--- src/rtl/sdram_seq.sv ---
module sdram_seq #(
  parameter int DATA_W   = 64,
  parameter int BANK_W   = 2,
  parameter int ROW_W    = 12,
  parameter int COL_W    = 8,
  parameter int CAS_LAT  = 3,
  parameter int T_RCD    = 3,
  parameter int T_RP     = 3,
  parameter int T_RAS    = 5,
  parameter int T_RC     = 8,
  parameter int T_MRD    = 2,
  parameter int T_WR     = 2,
  parameter int REF_INT  = 1560,
  parameter int INIT_CYC = 20000,
  localparam int BE_W    = DATA_W / 8,
  localparam int ADDR_W  = BANK_W + ROW_W + COL_W
) (
  input  logic              clk,
  input  logic              rst_n,
  input  logic              req_valid,
  output logic              req_ready,
  input  logic              req_we,
  input  logic [ADDR_W-1:0] req_addr,
  input  logic [DATA_W-1:0] req_wdata,
  input  logic [BE_W-1:0]   req_be,
  output logic              rsp_valid,
  output logic [DATA_W-1:0] rsp_rdata,
  output logic              sd_cke,
  output logic              sd_cs_n,
  output logic              sd_ras_n,
  output logic              sd_cas_n,
  output logic              sd_we_n,
  output logic [BANK_W-1:0] sd_ba,
  output logic [ROW_W-1:0]  sd_a,
  output logic [BE_W-1:0]   sd_dqm,
  output logic [DATA_W-1:0] sd_dq_o,
  output logic              sd_dq_oe,
  input  logic [DATA_W-1:0] sd_dq_i
);

  localparam int CNT_W = $clog2(T_RC + T_RAS + T_RCD + T_RP + T_MRD + T_WR + 2);
  localparam int PWR_W = $clog2(INIT_CYC + 1);
  localparam int REF_W = $clog2(REF_INT + 1);

  localparam logic [3:0] C_NOP = 4'b0111;
  localparam logic [3:0] C_ACT = 4'b0011;
  localparam logic [3:0] C_RD  = 4'b0101;
  localparam logic [3:0] C_WR  = 4'b0100;
  localparam logic [3:0] C_PRE = 4'b0010;
  localparam logic [3:0] C_REF = 4'b0001;
  localparam logic [3:0] C_MRS = 4'b0000;

  localparam logic [ROW_W-1:0] MODE_WORD = ROW_W'((CAS_LAT & 7) << 4);
  localparam logic [ROW_W-1:0] ALL_BANKS = ROW_W'(1 << 10);

  typedef enum logic [2:0] {S_PWR, S_IPRE, S_IREF, S_IMRS, S_IDLE, S_RW, S_PRE} st_t;

  st_t               st;
  logic [3:0]        cmd_q;
  logic [PWR_W-1:0]  pwr_cnt;
  logic [REF_W-1:0]  ref_cnt;
  logic              ref_due, iref;
  logic [CNT_W-1:0]  rcd_c, rp_c, ras_c, rc_c, mrd_c, wr_c;
  logic              op_we;
  logic [COL_W-1:0]  op_col;
  logic [DATA_W-1:0] op_wdata;
  logic [BE_W-1:0]   op_be;
  logic [CAS_LAT-1:0] rd_sh;
  logic              go;

  assign {sd_cs_n, sd_ras_n, sd_cas_n, sd_we_n} = cmd_q;
  assign go        = (mrd_c == '0) && (rp_c == '0) && (rc_c == '0);
  assign req_ready = (st == S_IDLE) && go && !ref_due;

  always_ff @(posedge clk or negedge rst_n) begin
    if (!rst_n) begin
      st       <= S_PWR;
      cmd_q    <= C_NOP;
      pwr_cnt  <= PWR_W'(INIT_CYC - 1);
      ref_cnt  <= REF_W'(REF_INT - 1);
      ref_due  <= 1'b0;
      iref     <= 1'b0;
      sd_cke   <= 1'b0;
      sd_ba    <= '0;
      sd_a     <= '0;
      sd_dqm   <= '0;
      sd_dq_o  <= '0;
      sd_dq_oe <= 1'b0;
      rcd_c    <= '0;
      rp_c     <= '0;
      ras_c    <= '0;
      rc_c     <= '0;
      mrd_c    <= '0;
      wr_c     <= '0;
      op_we    <= 1'b0;
      op_col   <= '0;
      op_wdata <= '0;
      op_be    <= '0;
    end else begin
      cmd_q    <= C_NOP;
      sd_dq_oe <= 1'b0;
      sd_dqm   <= '0;
      if (rcd_c != '0) rcd_c <= rcd_c - 1'b1;
      if (rp_c  != '0) rp_c  <= rp_c  - 1'b1;
      if (ras_c != '0) ras_c <= ras_c - 1'b1;
      if (rc_c  != '0) rc_c  <= rc_c  - 1'b1;
      if (mrd_c != '0) mrd_c <= mrd_c - 1'b1;
      if (wr_c  != '0) wr_c  <= wr_c  - 1'b1;

      case (st)
        S_PWR: begin
          if (pwr_cnt == '0) begin
            sd_cke <= 1'b1;
            st     <= S_IPRE;
          end else begin
            pwr_cnt <= pwr_cnt - 1'b1;
          end
        end
        S_IPRE: begin
          cmd_q <= C_PRE;
          sd_a  <= ALL_BANKS;
          rp_c  <= CNT_W'(T_RP - 1);
          st    <= S_IREF;
        end
        S_IREF: begin
          if (rp_c == '0 && rc_c == '0) begin
            cmd_q <= C_REF;
            rc_c  <= CNT_W'(T_RC - 1);
            iref  <= 1'b1;
            if (iref) st <= S_IMRS;
          end
        end
        S_IMRS: begin
          if (rc_c == '0) begin
            cmd_q <= C_MRS;
            sd_a  <= MODE_WORD;
            mrd_c <= CNT_W'(T_MRD - 1);
            st    <= S_IDLE;
          end
        end
        S_IDLE: begin
          if (go && ref_due) begin
            cmd_q   <= C_REF;
            rc_c    <= CNT_W'(T_RC - 1);
            ref_due <= 1'b0;
          end else if (req_ready && req_valid) begin
            cmd_q    <= C_ACT;
            sd_ba    <= req_addr[ADDR_W-1 -: BANK_W];
            sd_a     <= req_addr[COL_W +: ROW_W];
            op_we    <= req_we;
            op_col   <= req_addr[COL_W-1:0];
            op_wdata <= req_wdata;
            op_be    <= req_be;
            rcd_c    <= CNT_W'(T_RCD - 1);
            ras_c    <= CNT_W'(T_RAS - 1);
            rc_c     <= CNT_W'(T_RC - 1);
            st       <= S_RW;
          end
        end
        S_RW: begin
          if (rcd_c == '0) begin
            sd_a <= ROW_W'(op_col);
            if (op_we) begin
              cmd_q    <= C_WR;
              sd_dq_o  <= op_wdata;
              sd_dq_oe <= 1'b1;
              sd_dqm   <= ~op_be;
              wr_c     <= CNT_W'(T_WR - 1);
            end else begin
              cmd_q <= C_RD;
            end
            st <= S_PRE;
          end
        end
        S_PRE: begin
          if (ras_c == '0 && wr_c == '0) begin
            cmd_q <= C_PRE;
            sd_a  <= '0;
            rp_c  <= CNT_W'(T_RP - 1);
            st    <= S_IDLE;
          end
        end
        default: st <= S_IDLE;
      endcase

      if (ref_cnt == '0) begin
        ref_cnt <= REF_W'(REF_INT - 1);
        ref_due <= 1'b1;
      end else begin
        ref_cnt <= ref_cnt - 1'b1;
      end
    end
  end

  generate
    if (CAS_LAT > 1) begin : g_shift
      always_ff @(posedge clk or negedge rst_n) begin
        if (!rst_n) rd_sh <= '0;
        else        rd_sh <= {rd_sh[CAS_LAT-2:0], cmd_q == C_RD};
      end
    end else begin : g_single
      always_ff @(posedge clk or negedge rst_n) begin
        if (!rst_n) rd_sh <= '0;
        else        rd_sh <= cmd_q == C_RD;
      end
    end
  endgenerate

  always_ff @(posedge clk or negedge rst_n) begin
    if (!rst_n) begin
      rsp_valid <= 1'b0;
      rsp_rdata <= '0;
    end else begin
      rsp_valid <= rd_sh[CAS_LAT-1];
      if (rd_sh[CAS_LAT-1]) rsp_rdata <= sd_dq_i;
    end
  end

endmodule

--- config.mk ---
export PLATFORM = sky130hd
export DESIGN_NAME = sdram_seq
export DESIGN_NICKNAME = d
export VERILOG_FILES = /design/src/rtl/sdram_seq.sv
export SDC_FILE = /design/constraint.sdc
export NUM_CORES = 1
export LEC_CHECK = 0
export BUFFER_PORTS_ARGS = -buffer_cell sky130_fd_sc_hd__buf_4
export CAP_MARGIN = 10
export CORE_UTILIZATION = 45
export CTS_BUF_LIST = sky130_fd_sc_hd__clkbuf_8
export CTS_CLUSTER_DIAMETER = 50
export CTS_CLUSTER_SIZE = 10
export DETAILED_ROUTE_END_ITERATION = 6
export PLACE_DENSITY = 0.81
export SYNTH_ARGS = -nofsm -noshare
export SYNTH_HDL_FRONTEND = slang
export SYNTH_SLANG_ARGS = --single-unit
export TNS_END_PERCENT = 20
--- constraint.sdc ---
create_clock -name clk -period 2.7 [get_ports clk]
set_input_delay 0.27 -clock clk [delete_from_list [all_inputs] [get_ports clk]]
set_output_delay 0.27 -clock clk [all_outputs]
set_load 0.02 [all_outputs]
Word-level counts from Yosys, hierarchy flattened
Index checks and enable logic that the tools add are counted.

storage, ports and cells
  register bits after elaboration = 302
  input bits = 162
  logic and storage cells = 142

operators by class
  $add $sub $neg = 8
  equal/unequal tests = 15
  muxes and demuxes = 56
  bitwise logic cells = 3
  reduce and logical (&&, ||, !) cells = 35

operator list
  operator                                             count
  2-to-1 mux 5 bit                                     21
  2-to-1 mux 12 bit                                    5
  case mux 12 bit (5 select lines)                     1
  2-to-1 mux 3 bit                                     13
  nonzero test 5 bit                                   7
  zero test 5 bit                                      6
  subtractor 5 x 1 -> 5 bit (second input constant)    6
  2-to-1 mux 8 bit                                     3
  case mux 3 bit (7 select lines)                      1
  case mux 5 bit (2 select lines)                      2
  case mux 3 bit (6 select lines)                      1
  zero test 15 bit                                     1
  subtractor 15 x 1 -> 15 bit (second input constant)  1
  inequality test 2 bit (second input constant)        7
  zero test 11 bit                                     1
  2-to-1 mux 11 bit                                    1
  subtractor 11 x 1 -> 11 bit (second input constant)  1
  == test 3 bit (second input constant)                3
  logical AND 1 bit                                    8
  NOT 8 bit                                            1
  AND reduction 2 bit                                  4
  AND reduction 8 bit                                  1
  2-to-1 mux 1 bit                                     7
  == test 3 x 2 -> 1 bit (second input constant)       2
  10 further kinds                                     13

Logic depth before layout (Yosys ltp)
Gate-level depths: netlist of the first run.

  depth after elaboration = 9
  mapped depth = 10
  gate-level depth less buffers = 8

Least setup slack after synthesis of the first run
OpenSTA, ideal clock, no wires.

  path kind = register -> register
  from = reg mrd_c[0]
  to = reg sd_a[2]
  library setup time = 125 ps
  arrival = 2364 ps
  setup slack = 211 ps
  stages on the path, launching flop included = 10
  path buffers = 2
  cell sequence = dfrtp_1 -> inv_1 -> ha_1 -> or4b_1 -> buf_2 -> or3_1 -> o21ai_2 -> a21boi_4 -> buf_12 -> mux2_4

between the ends
  longest elaborated chain between the ends = 8
  elaborated cells on any way between the ends = 10
  those cells by class = eq/ne (2); reduce/logical (8)

RTL lines
  element                                   line  source
  start, declared                           63    logic [CNT_W-1:0] rcd_c, rp_c, ras_c, rc_c, mrd_c, wr_c;
  start signal, assigned                    107   if (mrd_c != '0) mrd_c <= mrd_c - 1'b1;
  start signal, assigned                    137   mrd_c <= CNT_W'(T_MRD - 1);
  zero test 5 bit (*)                       72    assign go = (mrd_c == '0) && (rp_c == '0) && (rc_c == '0);
  logical AND 1 bit (*) (2 in a row)        72
  logical AND 1 bit (2 in a row)            73    assign req_ready = (st == S_IDLE) && go && !ref_due;
  logical AND 1 bit                         146   end else if (req_ready && req_valid) begin
  inequality test 2 x 1 -> 1 bit (no line)  --
  AND reduction 6 bit (no line) (*)         --
  end signal, assigned                      149   sd_a <= req_addr[COL_W +: ROW_W];
  end signal, assigned                      162   sd_a <= ROW_W'(op_col);
  end, declared                             34    output logic [ROW_W-1:0] sd_a,

Mark *: on every way between the ends. The rest lies on a longest branch, timed or not.
A chain may end at the register's enable or synchronous reset.

Final worst setup path of the first run
  from = reg mrd_c[0]
  to = out req_ready

between the ends
  longest elaborated chain between the ends = 5

RTL lines
  element                         line  source
  zero test 5 bit                 72
  logical AND 1 bit (2 in a row)  72
  logical AND 1 bit (2 in a row)  73
  end, declared                   21    output logic req_ready,

No other way between the ends.

==> flow_metrics.tcl, run 1 <==
set metrics [dict create \
    outcome "finished with violations" \
    failing_checks "design-rule violations" \
    mean_area_per_synthesized_cell_sq_um 12.2 \
    async_reset_ff_frac 1.00 \
    avgRoutedWirePerCell_um 17.5 \
    globalRoute.totalOverflow 0 \
    mappedNetlistArea_sq_um 12100 \
    synth.most_common_cell "dfrtp_1" \
    synth_edf_count 0 \
    route.detailed.drc 30 \
    sw_frac_of_total 0.357 \
    tightest_pin_transition_ns 0.653 \
    comb_power_share 0.382 \
    finalSetupViolations 0 \
    core.rowCount 59 \
    max_cap_violations 0 \
    floorplan.initialDensity 0.460 \
    dieWidth_um 166 \
    antenna_found_initial 0 \
    cellInternalPower_mw 11.2 \
    finalHoldViolations 0 \
    cp_data_arrival_time_ns 2.33 \
    dr.first_iter.drc_count 673 \
    drt_wl_total_mm 32.4 \
    via_count 9268 \
    tritoncts_num_sinks 301 \
    floorplan_die_area_sq_um 27500 \
    synth.ff_latch_count 301 \
    cts.reportedPaths.clkPinSlew_ns 0.08 \
    cts_tree "done" \
    h-tree-depth 2 \
    share_clk_of_total_power 0.197 \
    grt_max_degree 81 \
    port_buffers 318 \
    syn_inst 991 \
    floorplan.die.height_um 166 \
    netlist.top_cell.by_area "dfrtp_1" \
    stdcell_count 1853 \
    gr-usage-all-layers 0.239 \
    top_level_ports 320 \
    synth_sequential_area_ratio 0.626 \
    worstHoldPathType "in -> reg" \
    synth_area_leaders "dfrtp_1, mux2_2, nand2_1, dfstp_2, nor2_1" \
    gp_congestion 0.805 \
    dp_hpwl_mm 20.0 \
    ant_nets 0 \
    grt_pass1_wl_mm 52.5 \
    worst_slew_margin_rel 0.564 \
    post-route-period-util 0.963 \
    fmax_ghz 0.384 \
    core_area_sq_um 26200 \
    timing.critical_path.cells "inv_2 -> ha_1 -> or4b_4 -> buf_6 -> nor4b_4 -> buf_4" \
    netlist_top_cells_count "dfrtp_1, nand2_1, mux2_2" \
    worstPathRequired_ns 2.43 \
    final_layout_size_suffix_gt1_frac 0.392 \
    net-switching-power_mw 6.20 \
    critPathSlowestCell "or4b_4" \
    yosysTopAreaCellShare 0.587 \
    cellLeakagePower_nw 8.74 \
    yosysWarningCount 0 \
    crit_path_max_incr_delay_ns 0.48 \
    power-per-cell-area_nw_per_um2 999 \
    postPlaceCellArea_sq_um 15100 \
    clock-root-buffer "clkbuf_8" \
    worst_setup_path_start_kind "register" \
    worstPathMaxFanout 5 \
    post-route-util 0.663 \
    min_period_ns 2.60 \
    nets 1669 \
    tritoncts.num_buffers 40 \
    net_count_after_synthesis 1163 \
    drt-vias-per-instance 5.00 \
    path_class "reg -> out" \
    rrSetupSlack_ns 0.15 \
    yosysUniqueCellTypes 56 \
    tns_ns 0 \
    clk-insertion-delay-late_ns 0.55 \
    antennaDiodeCount 0 \
    ctsLongestPathBuffers 3 \
    ir_worst_vdd_mv 0.658 \
    grt_pass1_vias 10223 \
    finClkSkew_ns 0.0316 \
    maxSlewViolCount 0 \
    synth_ff_type "dfrtp_1" \
    setup.worst_path.end_class "output port" \
    fin_area_sq_um 17400 \
    area_growth_syn_to_layout_pct 44.1 \
    fillerInstances 1837 \
    dr.pass1.iters 7 \
    place.detailed.instances 1636 \
    p_seq_frac 0.421 \
]
[sequential cells by signal, summed over array words and instances (netlist names), 8 cells and up]
| signal | flops |
|---|---|
| op_wdata | 64 |
| ref_cnt | 11 |
| sd_dqm | 8 |
| sd_a | 12 |
| pwr_cnt | 15 |
| rsp_rdata | 64 |
| sd_dq_o | 64 |
| op_be | 8 |
| op_col | 8 |
[logic make-up after synthesis]
logic type                 after synthesis  synth area share
and+or+nand+nor                        366             0.132
DFF                                    301             0.626
AOI/OAI and AO/OA                       49            0.0268
other                                    1          0.000311
adders and majority gates               10            0.0104
buffers and inverters                   64            0.0238
xor gates and xnor gates                33            0.0240
muxes                                  167             0.157
[cell usage in the layout (no fill, tap or decap), types with 24 or more instances in the layout]
| cell | count |
|---|---|
| mux2_2 | 145 |
| clkbuf_8 | 42 |
| inv_1 | 31 |
| nor3_1 | 28 |
| buf_4 | 340 |
| xnor2_1 | 24 |
| nor2_1 | 56 |
| dlygate4sd3_1 | 152 |
| dfrtp_1 | 282 |
| nand2_1 | 233 |
[per-stage QoR]
step	hold slack (ns)	worst slack (ns)	power [mW]
3_5_place_dp	0.311	0.0777	13.6
5_1_grt	0.0985	-0.0539	18.3
3_3_place_gp	0.304	0.174	13.3
6_report	0.104	0.0987	17.4
4_1_cts	0.0666	0.00367	17.3
2_1_floorplan	-0.0256	0.211	10.8
[worst max-delay path, delay by kind of cell (launching register included)]
kind / cells / cell delay, ns
and+or+nand+nor: 2 / 0.78
DFF: 1 / 0.39
buffers and inverters: 3 / 0.43
adders and majority gates: 1 / 0.18
[path summary, 6_finish.rpt]
| path | startpoint | to | cells after the start |
|---|---|---|---|
| max in group asynchronous | rst_n | sd_dq_o[33] | 3 |
| worst min-delay path | req_addr[11] | sd_a[3] | 4 |
| worst max register to register | mrd_c[0] | sd_a[1] | 8 |
| worst max-delay path | mrd_c[0] | req_ready | 6 |
| worst min register to register | rd_sh[0] | rd_sh[1] | 0 |
| min in group asynchronous | rst_n | iref | 2 |
[layout make-up]
class / count / area [sq um] / area share
repair buffers: 504 / 4300 / 0.247
inverters: 24 / 90.1 / 0.00518
multi-input cells: 626 / 4260 / 0.245
well taps: 335 / 419 / 0.0241
clock buffers: 42 / 578 / 0.0333
clock inverters: 21 / 185 / 0.0107
flip-flops and latches: 301 / 7560 / 0.435
[what timing repair did]
item,in CTS,in global routing
setup buffers,0,2
pin swaps,0,1
gates resized for setup,2,5
setup endpoints to repair,1,3
gates cloned,0,0
hold buffers,152,0
endpoints found under the hold margin,216,0
[routing by layer]
layer,wire (um),up-vias,GRT usage
li1,-,4320,-
met1,12500,4514,0.273
met4,1310,0,0.114
met3,1940,85,0.0550
met2,16600,349,0.424
met5,0,-,0
[power groups by stage]
stage | Clock, mW | Combinational, mW | Sequential, mW
2_1_floorplan | 0 | 2.48 | 8.33
3_3_place_gp | 0 | 6.15 | 7.19
3_5_place_dp | 0 | 6.35 | 7.29
4_1_cts | 3.51 | 6.56 | 7.24
5_1_grt | 3.72 | 7.09 | 7.52
6_report | 3.41 | 6.64 | 7.31
(Power assumes the default switching activity.)
==> inputs of run 2 (changes only) <==
- clock period: 2.7 -> 2.8 ns (I/O delays scaled with it)
==> run 2 against run 1 <==
  * The flow still finishes with violations (design-rule violations)
  * Clock skew up 0.0032 ns
  * Clock power down 12%
  * Combinational power down 4.2%
  * Via count up 1.7%
==> flow_metrics.tcl, run 2 (synthesis results as in run 1) <==
set metrics [dict create \
    ctsLongestPathBuffers 3 \
    gp_congestion 0.800 \
    globalRoute.totalOverflow 0 \
    grt_pass1_wl_mm 52.7 \
    cellLeakagePower_nw 8.66 \
    rsz0062_at_grt "false" \
    dr.pass1.iters 7 \
    port_buffers 318 \
    fmax_ghz 0.379 \
    floorplan.initialDensity 0.460 \
    clk-insertion-delay-late_ns 0.54 \
    gr-usage-all-layers 0.239 \
    finalSetupViolations 0 \
    h-tree-depth 2 \
    worstPathMaxFanout 12 \
    ant_nets 0 \
    worst_hold_startpoint "req_addr[18]" \
    tns_ns 0 \
    post-route-worst-setup-slack_ns 0.159 \
    most-common-layout-cells "buf_4, dfrtp_1, nand2_1" \
    core.rowCount 59 \
    r2r_start "wr_c[0]" \
    post-route-util 0.657 \
    power-per-cell-area_nw_per_um2 954 \
    cts.repair_timing.setup_buffer_count 0 \
    area_growth_syn_to_layout_pct 42.8 \
    failing_checks "design-rule violations" \
    min_delay_path_depth 3 \
    dr.first_iter.drc_count 646 \
    worstReg2RegEnd "sd_a[0]" \
    preCtsSetupSlack_ns 0.162 \
    post-route-period-util 0.943 \
    dp_hpwl_mm 19.7 \
    ir_worst_vdd_mv 0.654 \
    floorplan.die.height_um 166 \
    max_cap_violations 0 \
    worst_slew_margin_rel 0.456 \
    antennaDiodeCount 0 \
    registers_with_the_most_flip_flops "op_wdata x64, rsp_rdata x64, sd_dq_o x64" \
    path_class "reg -> reg" \
    maxSlewViolCount 0 \
    drt-vias-per-instance 5.11 \
    min_period_ns 2.64 \
    drt_wl_total_mm 32.2 \
    top_level_ports 320 \
    tritoncts.num_buffers 39 \
    grt_max_degree 86 \
    rrSetupSlack_ns 0.16 \
    layout.cells.most_common "buf_4" \
    route.detailed.drc 30 \
    antenna_found_initial 0 \
    outcome "finished with violations" \
    cts_tree "done" \
    worstPathRequired_ns 3.21 \
    avgRoutedWirePerCell_um 17.5 \
    worst_hold_path.endpoint "sd_a[10]" \
    core_area_sq_um 26200 \
    worst_setup_path_start_kind "register" \
    final_layout_size_suffix_gt1_frac 0.386 \
    floorplan_die_area_sq_um 27500 \
    length_in_cells_of_the_worst_reg_to_reg_path 8 \
    clock-root-buffer "clkbuf_8" \
    cp_data_arrival_time_ns 3.05 \
    finClkSkew_ns 0.0348 \
    nets 1661 \
    finalHoldViolations 0 \
    cts.reportedPaths.clkPinSlew_ns 0.08 \
    grt_pass1_vias 10305 \
    worstHoldPathType "in -> reg" \
    setup.worst_path.end_class "register" \
    tightest_pin_transition_ns 0.816 \
    fillerInstances 1857 \
    dieWidth_um 166 \
    tritoncts_num_sinks 301 \
    via_count 9421 \
    whs_ns 0.124 \
]
[run 2: cell types whose count changed in the layout (fill, tap and decap cells not counted), sizes merged]
| cell | change |
|---|---|
| clkinv | -2 |
| clkbuf | +2 |
| bufinv | -3 |
| buf | -6 |
| dlygate4sd3 | -1 |
[run 2: metal layers]
| metal | up-vias | global-route usage | wire length (um) |
|---|---|---|---|
| met5 | - | 0 | 0 |
| li1 | 4309 | - | - |
| met4 | 0 | 0.137 | 1630 |
| met2 | 395 | 0.406 | 16000 |
| met1 | 4603 | 0.279 | 12400 |
| met3 | 114 | 0.0571 | 2180 |
[run 2: what timing repair did]
| action | CTS | global route |
|---|---|---|
| gates resized for setup | 0 | 2 |
| endpoints found under the hold margin | 229 | 0 |
| hold buffers | 151 | 0 |
| endpoints found under the setup margin | 0 | 2 |
[run 2: through the flow]
step	area, sq um	power, mW	cells
floorplan	12100	10.4	991
global placement	15000	12.9	1632
detailed placement	15000	13.1	1632
CTS	17200	16.3	1843
global route	17200	17.4	1843
finish	17200	16.4	1843
[run 2: layout make-up]
type,instances,area (sq um),share of cell area
clock buffer,44,606,0.0352
sequential,301,7560,0.439
inverter,24,90.1,0.00523
tap,335,419,0.0243
clock inverter,16,80.1,0.00465
multi-input combinational,626,4240,0.246
timing repair buffer,497,4230,0.246
[run 2: worst max path at each step]
stage | startpoint | depth (start not counted) | to | slack [ns]
3_3_place_gp | wr_c[0] | 8 | sd_a[0] | 0.25
5_1_grt | mrd_c[0] | 6 | req_ready | 0.01
4_1_cts | rc_c[0] | 6 | req_ready | 0.09
6_report | wr_c[0] | 8 | sd_a[0] | 0.16
3_5_place_dp | wr_c[0] | 8 | sd_a[0] | 0.16
2_1_floorplan | mrd_c[0] | 9 | sd_a[2] | 0.31
[run 2: worst max-delay path, stage by stage, from the launching register on]
cell	delay [ns]
dfrtp_1	0.39
inv_1	0.09
ha_1	0.23
or4b_2	0.67
nor3_2	0.22
o21ai_0	0.17
a21boi_4	0.21
buf_12	0.17
mux2_2	0.34
[run 2: where the power goes]
part | internal (mW) | total, mW | switching, mW
Clock | 1.43 | 3.00 | 1.57
Combinational | 3.09 | 6.36 | 3.28
Sequential | 5.98 | 7.06 | 1.08
==> inputs of run 3 (changes only) <==
- CORE_UTILIZATION: 45 -> 59
- PLACE_DENSITY: 0.81 -> 0.95
- clock period: 2.8 -> 3.3 ns (I/O delays scaled with it)
==> run 3 against run 2 <==
  * The run now ends clean
  * First-iteration DRC count decreased by 27%
  * Sequential power fell by 15%
  * Wire length is 8.7% lower
  * Combinational power fell by 19%
  * Total power shrank 18%
  * Register-to-register slack better by 0.17 ns
  * Utilization rose by 13 points
  * Critical endpoint is now req_ready
  * Largest power group unchanged
  * Highest routed layer unchanged
==> flow_metrics.tcl, run 3 (synthesis results as in run 1) <==
set metrics [dict create \
    via_count 8709 \
    cts.reportedPaths.clkPinSlew_ns 0.07 \
    floorplan.die.height_um 145 \
    cellInternalPower_mw 8.56 \
    grt_pass1_vias 9307 \
    gp_congestion 0.873 \
    drt-vias-per-instance 5.41 \
    core.rowCount 51 \
    worst_hold_startpoint "req_addr[0]" \
    h-tree-depth 2 \
    globalRoute.totalOverflow 0 \
    min_period_ns 3.01 \
    final_layout_size_suffix_gt1_frac 0.418 \
    grt_pass1_wl_mm 47.7 \
    gr-usage-all-layers 0.287 \
    rrSetupSlack_ns 0.33 \
    floorplan.initialDensity 0.610 \
    critPathSlowestCell "nor4b_2" \
    most-common-layout-cells "buf_4, dfrtp_1, nand2_1" \
    tritoncts_num_sinks 301 \
    route.detailed.drc 0 \
    net-switching-power_mw 4.87 \
    rsz0062_at_grt "false" \
    worst_slew_margin_rel 0.428 \
    finClkSkew_ns 0.0143 \
    tightest_pin_transition_ns 0.846 \
    floorplan_die_area_sq_um 21000 \
    length_in_cells_of_the_worst_reg_to_reg_path 7 \
    timing.critical_path.cells "inv_1 -> ha_1 -> nor4b_2 -> buf_4 -> nand2_2 -> nor4b_2 -> buf_4" \
    tns_ns 0 \
    cpLargestDelayFamily "simple AND/OR/NAND/NOR gates" \
    top_level_ports 320 \
    fillerInstances 1158 \
    comb_power_share 0.385 \
    cp_data_arrival_time_ns 2.68 \
    min_delay_path_depth 2 \
    finalSetupViolations 0 \
    port_buffers 318 \
    area_growth_syn_to_layout_pct 28.5 \
    dp_hpwl_mm 20.9 \
    worstPathRequired_ns 2.97 \
    r2r_start "wr_c[0]" \
    grt_max_degree 85 \
    setup.worst_path.end_class "output port" \
    post-route-period-util 0.913 \
    ir_worst_vdd_mv 0.619 \
    post-route-util 0.783 \
    path_class "reg -> out" \
    sw_frac_of_total 0.363 \
    tritoncts.num_buffers 36 \
    clk-insertion-delay-late_ns 0.53 \
    crit_path_max_incr_delay_ns 0.53 \
    ctsLongestPathBuffers 3 \
    ant_nets 0 \
    layout.cells.most_common "buf_4" \
    finalHoldViolations 0 \
    worstPathMaxFanout 7 \
    cts_tree "done" \
    cellLeakagePower_nw 7.96 \
    clock-root-buffer "clkbuf_8" \
    core_area_sq_um 19800 \
    cts.repair_timing.setup_buffer_count 0 \
    power-per-cell-area_nw_per_um2 867 \
    outcome "finished clean" \
    registers_with_the_most_flip_flops "op_wdata x64, rsp_rdata x64, sd_dq_o x64" \
    dieWidth_um 145 \
    fmax_ghz 0.332 \
    maxSlewViolCount 0 \
    dr.pass1.iters 5 \
    antennaDiodeCount 0 \
    p_seq_frac 0.444 \
    worstHoldPathType "in -> reg" \
    dr.first_iter.drc_count 471 \
    share_clk_of_total_power 0.171 \
    worst_hold_path.endpoint "op_col[0]" \
    antenna_found_initial 0 \
    drt_wl_total_mm 29.4 \
    critical_path.n_buffers_inverters 3 \
    avgRoutedWirePerCell_um 18.2 \
    max_cap_violations 0 \
    worstReg2RegEnd "sd_a[0]" \
    nets 1503 \
    worst_setup_path_start_kind "register" \
]
## run 3: cell types whose count changed in the layout (fill, tap and decap cells not counted), sizes merged
cell         change
buf              -9
clkbuf           -7
inv              +3
clkinv           -3
dlygate4sd3    -146
## run 3: metrics by stage
step / total power [mW] / instances / worst slack, ns / cell area, sq um / hold WS [ns]
3_3_place_gp: 10.8 / 1553 / 0.478 / 14900 / 0.318
4_1_cts: 13.5 / 1611 / 0.292 / 15500 / 0.00147
2_1_floorplan: 8.84 / 991 / 0.811 / 12100 / 0.0344
5_1_grt: 14.2 / 1611 / 0.0978 / 15500 / 0.00534
3_5_place_dp: 11.2 / 1553 / 0.360 / 14900 / 0.324
6_report: 13.4 / 1611 / 0.286 / 15500 / 0.0309
## run 3: metal layers
metal	vias up	GRT usage	share of wire
li1	3979	-	-
met1	4256	0.319	0.36
met2	370	0.499	0.51
met3	104	0.0748	0.071
met4	0	0.165	0.060
met5	-	0	0
## run 3: worst max path at each step
stage / cells past startpoint / slack, ns / to / from
2_1_floorplan: 9 / 0.81 / sd_a[2] / mrd_c[0]
3_3_place_gp: 7 / 0.48 / sd_a[1] / wr_c[0]
3_5_place_dp: 7 / 0.36 / sd_a[0] / wr_c[0]
4_1_cts: 7 / 0.29 / req_ready / rc_c[0]
5_1_grt: 7 / 0.1 / req_ready / rc_c[0]
6_report: 7 / 0.29 / req_ready / rc_c[0]
## run 3: area by class of cell
class,count,area (sq um),area share
clock buffers,37,509,0.0329
inverters,24,90.1,0.00581
multi-input cells,626,4230,0.273
well taps,265,332,0.0214
repair buffers,342,2710,0.175
clock inverters,16,72.6,0.00468
flip-flops and latches,301,7560,0.488
## run 3: power groups by stage
stage / clock network (mW) / logic [mW] / registers [mW]
after CTS: 2.35 / 5.20 / 5.95
after global placement: 0 / 4.93 / 5.88
final: 2.29 / 5.17 / 5.97
after global routing: 2.50 / 5.53 / 6.13
after detailed placement: 0 / 5.17 / 5.99
after floorplan: 0 / 2.03 / 6.82
## run 3: what timing repair did
item	CTS	global route
hold buffers	5	0
endpoints found under the hold margin	72	0
gates resized for setup	0	0
